<file path="src/rtl/sync_serial_port.sv">
module sync_serial_port #(
  parameter int DATA_W = 8,
  parameter int DIV_W  = 8
) (
  input  logic              clk,
  input  logic              rst_n,
  input  logic              master,
  input  logic              cpol,
  input  logic              cpha,
  input  logic [1:0]        presc_sel,
  input  logic [DIV_W-1:0]  divisor,
  input  logic              irq_sel,
  input  logic              tx_en,
  input  logic              rx_en,
  input  logic              wr_stb,
  input  logic [DATA_W-1:0] wr_data,
  input  logic              rd_stb,
  output logic [DATA_W-1:0] rd_data,
  output logic              tx_empty,
  output logic              rx_full,
  output logic              overrun,
  output logic              tx_irq,
  output logic              rx_irq,
  input  logic              ext_clk,
  output logic              sclk_out,
  output logic              sdo,
  input  logic              sdi
);
  localparam int EW   = $clog2(2 * DATA_W);
  localparam int CW   = DIV_W + 6;
  localparam logic [EW-1:0]   LAST  = EW'(2 * DATA_W - 1);
  localparam logic [EW-2:0]   OVR_B = (EW-1)'(DATA_W - 2);

  logic [DATA_W-1:0] tbuf, tsr, rsr, rbuf;
  logic [EW-1:0]     eidx;
  logic [CW-1:0]     cnt, base, half_len;
  logic              busy, tog, rx_on, ovr_frame;
  logic [2:0]        xs;
  logic [1:0]        ds;

  assign base = CW'(divisor) + CW'(1);
  always_comb
    case (presc_sel)
      2'd0:    half_len = base;
      2'd1:    half_len = base << 1;
      2'd2:    half_len = base << 3;
      default: half_len = base << 5;
    endcase

  wire ext_edge = xs[1] ^ xs[2];
  wire m_tick   = cnt == half_len - CW'(1);
  wire ev       = busy && (master ? m_tick : ext_edge);
  wire din      = master ? sdi : ds[1];
  wire samp     = ev && (eidx[0] == cpha);
  wire shft     = ev && (eidx[0] != cpha) && (eidx != '0) && (eidx != LAST);
  wire last     = ev && (eidx == LAST);
  wire start    = !busy && tx_en && !tx_empty && (master || xs[1] == cpol);
  wire ovr_hit  = samp && rx_on && rx_full && (eidx[EW-1:1] == OVR_B);
  wire [DATA_W-1:0] rsr_n = {rsr[DATA_W-2:0], din};

  assign sdo      = tsr[DATA_W-1];
  assign sclk_out = master ? (cpol ^ tog) : cpol;
  assign rd_data  = rbuf;

  always_ff @(posedge clk) begin
    if (!rst_n) begin
      tbuf <= '0; tsr <= '0; rsr <= '0; rbuf <= '0;
      eidx <= '0; cnt <= '0; busy <= 1'b0; tog <= 1'b0;
      rx_on <= 1'b0; ovr_frame <= 1'b0; xs <= '0; ds <= '0;
      tx_empty <= 1'b1; rx_full <= 1'b0; overrun <= 1'b0;
      tx_irq <= 1'b0; rx_irq <= 1'b0;
    end else begin
      xs <= {xs[1:0], ext_clk};
      ds <= {ds[0], sdi};
      tx_irq <= (start && !irq_sel) || (last && irq_sel);
      rx_irq <= last && rx_on && !ovr_frame && !ovr_hit;
      if (start) begin
        tsr <= tbuf; tx_empty <= 1'b1; busy <= 1'b1;
        eidx <= '0; cnt <= '0; tog <= 1'b0;
        rx_on <= rx_en; ovr_frame <= 1'b0;
      end
      if (wr_stb) begin
        tbuf <= wr_data; tx_empty <= 1'b0;
      end
      if (busy && master) cnt <= m_tick ? '0 : cnt + CW'(1);
      if (ev) begin
        eidx <= eidx + EW'(1);
        tog  <= ~tog;
      end
      if (samp) rsr <= rsr_n;
      if (shft) tsr <= {tsr[DATA_W-2:0], 1'b0};
      if (rd_stb) begin
        rx_full <= 1'b0; overrun <= 1'b0;
      end
      if (ovr_hit) begin
        overrun <= 1'b1; ovr_frame <= 1'b1;
      end
      if (last) begin
        busy <= 1'b0;
        if (rx_on) begin
          rbuf <= samp ? rsr_n : rsr;
          rx_full <= 1'b1;
        end
      end
    end
  end

  a_r5_start_needs_data: assert property (@(posedge clk) disable iff (!rst_n)
    $rose(busy) |-> ($past(tx_en) && !$past(tx_empty)));
  a_r8_overrun_needs_full: assert property (@(posedge clk) disable iff (!rst_n)
    $rose(overrun) |-> $past(rx_full));
  a_r6_full_needs_enable: assert property (@(posedge clk) disable iff (!rst_n)
    $rose(rx_full) |-> $past(rx_on));
  a_r6_rx_irq_pulse: assert property (@(posedge clk) disable iff (!rst_n)
    rx_irq |=> !rx_irq);
  a_r4_sdo_hold: assert property (@(posedge clk) disable iff (!rst_n)
    (busy && !shft) |=> $stable(sdo));
endmodule

</file>
<file path="config.mk">
export PLATFORM = sky130hd
export DESIGN_NAME = sync_serial_port
export DESIGN_NICKNAME = d
export VERILOG_FILES = /design/src/rtl/sync_serial_port.sv
export SDC_FILE = /design/constraint.sdc
export NUM_CORES = 1
export LEC_CHECK = 0
export BUFFER_PORTS_ARGS = -buffer_cell sky130_fd_sc_hd__buf_2
export CORE_ASPECT_RATIO = 1.2
export CORE_UTILIZATION = 45
export CTS_BUF_LIST = sky130_fd_sc_hd__clkbuf_8 sky130_fd_sc_hd__clkbuf_16
export CTS_CLUSTER_SIZE = 20
export DETAILED_ROUTE_END_ITERATION = 6
export GPL_TIMING_DRIVEN = 1
export PLACE_DENSITY = 0.66
export SLEW_MARGIN = 20
export SYNTH_ARGS = -nofsm -noshare
export SYNTH_HDL_FRONTEND = slang
export SYNTH_SLANG_ARGS = --single-unit
</file>
<file path="constraint.sdc">
create_clock -name clk -period 3.5 [get_ports clk]
set_clock_uncertainty 0.15 [all_clocks]
set_input_delay 0.175 -clock clk [delete_from_list [all_inputs] [get_ports clk]]
set_output_delay 0.175 -clock clk [all_outputs]
set_load 0.02 [all_outputs]
</file>
==> summary.md <==
| Metric | Value |
|---|---|
| Status | `complete, no violations` |
| Post-synthesis simple-gate area fraction | `0.263` |
| Initial Util | `0.466` |
| Slew @ Worst Pin | `approximately 0.57 ns` |
| Root Buffer | `clkbuf_8` |
| Postcts setup bufs | `0` |
| Reg clk slew, reported paths | `~0.070 ns` |
| Final period util | `0.935` |
| LEAKAGE | `about 2 nW` |
| Delay-heaviest family, CP | `compound AO/OA/AOI/OAI gates` |
| Synth Area in Adders | `0.0156` |
| P per Cell Area | `approximately 340 nW/µm²` |
| Routed Antenna Nets | `0` |
| Final Util | `0.553` |
| Hold Fails Final Rpt | `0` |
| Cts repair resizes | `0` |
| Largest net degree at the start of global routing | `48` |
| Initial antenna violation count | `0` |
| Max Cap Violations | `0` |
| CORE AREA | `8610 µm²` |
| Vias post-DR | `around 3,700` |
| Ports | `45` |
| Gr usage total | `0.213` |
| Die width | `88.2 µm` |
| CTS buffer count | `9` |
| Ys async rst share | `0` |
| Most frequent cells in the layout | `dfxtp_1, nand2_1, buf_2` |
| DP Worst Slack | `-0.121 ns` |
| WL per Instance | `between 10 and 15 µm` |
| CTS Hold Bufs | `13` |
| Synth Area in Compound Gates | `0.160` |
| Vias/cell | `roughly 5.6` |
| Final setup fails | `0` |
| Critical-path top delay cell | `or4_1` |
| Post-synthesis sequential area ratio | `0.319` |
| Synth cell types | `78` |
| Fin. max-slew vios | `0` |
| Mean Syn Cell Area | `approximately 8.6 µm²` |
| Drt pass-1 iters | `4` |
| TritonCTS clock tree | `built` |
| Largest family of logic cells by synthesized area | `simple AND/OR/NAND/NOR gates` |
| Placed standard-cell area | `4440 µm²` |
| Top-area cell type share of the netlist area | `0.319` |
| Most common cell after layout, fill and taps aside | `dfxtp_1` |
| Clk sink count | `64` |
| Full die area | `~9300 µm²` |
| GPL Wtd Cong | `approximately 0.85` |
| Fmax | `305 MHz` |
| Row count | `37` |
| DRC | `0` |
| CP peak stage delay | `0.49 ns` |
| Crit end category | `flip-flop` |
| DP Wirelength | `6530 µm` |
| CP bufs+invs | `2` |
| Crit start category | `primary input` |
| Cells after synthesis | `between 400 and 500` |
| Skew-Pair Late Insertion Delay | `0.35 ns` |
| Synth warn | `0` |
| Type of the worst setup path | `primary input to flip-flop` |
| Diodes inserted | `0` |
| Worst Path Arrival | `around 3.4 ns` |
| Synthesis-to-finish area growth | `18.5%` |
| Share of cells above drive strength 1 | `0.229` |
| Slew HR | `0.615` |
| WL final | `9120 µm` |
| Crit path required time | `3.62 ns` |
| Mapped cell area | `approximately 4000 µm²` |
| FF+latch count, synth | `64` |
| Global route overflow | `0` |
| Post-synthesis mux area share | `0.122` |
| Slack of the critical path | `0.226 ns` |
| Max FO, Critical Path | `10` |
| Maximum root-to-sink buffer count | `2` |
| Fillers | `between 800 and 900` |
| Cell Chain, Critical Path | `buf_2 > ha_1 > xor2_1 > o211a_1 > a2111o_1 > or2_1 > or4_1 > a32oi_1 > o2111a_2 > a31o_4 > nand3_2 > buf_12 > nor4b_4` |
| XOR/XNOR Fraction of Synth Area | `0.0654` |
| # nets final | `~570` |
| First DRT Iteration DRCs | `175` |
| I/O Buffers | `44` |
| Vias in the first global route | `between 3,000 and 4,000` |
| First-pass GRT wire length | `~16,000 µm` |
| Die H | `between 100 and 150 µm` |
| Worst vdd ir | `368 µV` |
| Final critical-path required period | `about 3.3 ns` |
| H-tree Lvls | `3` |
| Post-synth top flop | `dfxtp_1` |
| RSZ-0062 raised after global routing | `no` |
| Post-Syn Nets | `around 500` |
| Synth top area cells | `dfxtp_1, mux2i_1, nand2_1` |
| Cell taking the most area after synthesis | `dfxtp_1` |
| Hold Path Class | `primary input to flip-flop` |
| Post-synth EDFFs | `0` |
| Final instance area | `around 4800 µm²` |
sequential cells by signal (all words and copies together), names as in the netlist:
name / flops
busy: 1
cnt: 14
ds: 2
eidx: 4
overrun: 1
ovr_frame: 1
rd_data: 8
rsr: 8
rx_full: 1
rx_irq: 1
rx_on: 1
tbuf: 8
tog: 1
tsr: 8
tx_empty: 1
tx_irq: 1
xs: 3
cell type report:
class / instances / area, µm² / area share
Tap cell: 117 / 146 / 0.0308
Clock buffer: 12 / 165 / 0.0347
Multi-Input combinational cell: 365 / 2520 / 0.529
Timing Repair Buffer: 86 / 593 / 0.125
Inverter: 10 / 37.5 / 0.00789
Clock inverter: 4 / 18.8 / 0.00394
Sequential cell: 64 / 1280 / 0.269
layer usage:
| layer | part of all wire | track usage | up-vias |
|---|---|---|---|
| met5 | 0 | 0 | - |
| met4 | 0.023 | 0.114 | 0 |
| met3 | 0.031 | 0.0337 | 17 |
| met2 | 0.49 | 0.353 | 71 |
| met1 | 0.45 | 0.260 | 1742 |
| li1 | - | - | 1831 |
metrics by stage:
step | hold WS [ns] | setup TNS (ns) | power, W | cells
4_1_cts | 0.0803 | 0 | 0.00162 | 658
3_3_place_gp | 0.235 | -0.0203 | 0.00102 | 629
3_5_place_dp | 0.237 | -1.95 | 0.00102 | 629
5_1_grt | 0.131 | 0 | 0.00169 | 658
2_1_floorplan | 0.147 | 0 | 0.000945 | 468
6_report | 0.101 | 0 | 0.00161 | 658
report_power, final:
group          internal [W]  switching, W  leakage, nW
Clock              0.000309      0.000283        0.103
Sequential         0.000741    0.00000769        0.519
Combinational      0.000124      0.000148         1.43
Total               0.00117      0.000439         2.05
synthesized netlist by cell type (3+ instances only):
| cell | instances |
|---|---|
| nor4_1 | 3 |
| nand2b_1 | 10 |
| o21ai_0 | 19 |
| and2_1 | 6 |
| ha_1 | 5 |
| a211oi_1 | 9 |
| o211ai_1 | 5 |
| buf_6 | 5 |
| nand2_1 | 55 |
| dfxtp_1 | 64 |
| nand3_1 | 22 |
| mux2i_1 | 39 |
| nand3b_1 | 4 |
| nand4_1 | 4 |
| buf_2 | 4 |
| or3_1 | 3 |
| nor2_1 | 27 |
| mux2_2 | 9 |
| nor3_1 | 17 |
| xnor2_1 | 20 |
| inv_1 | 9 |
| a21oi_1 | 16 |
| a31oi_1 | 7 |
| nor3b_1 | 3 |
| or2_2 | 3 |
| clkbuf_1 | 14 |
| and3_1 | 11 |
| xor2_1 | 10 |
| buf_4 | 3 |
kinds of logic after synthesis:
| family | count (synthesis) |
|---|---|
| compound gates | 88 |
| simple gates | 194 |
| mux | 48 |
| fa+ha+maj | 5 |
| xor+xnor | 30 |
| flops | 64 |
| buf+inv | 39 |
final timing paths:
check	to	slack [ns]	cells after the start	startpoint
worst max-delay path	rx_irq	0.23	13	divisor[0]
worst min-delay path	tx_empty	0.10	2	wr_stb
worst max register to register	rx_irq	0.76	10	cnt[2]
worst min register to register	xs[1]	0.28	1	xs[0]
Note: power is estimated with default switching activity, not from simulation.
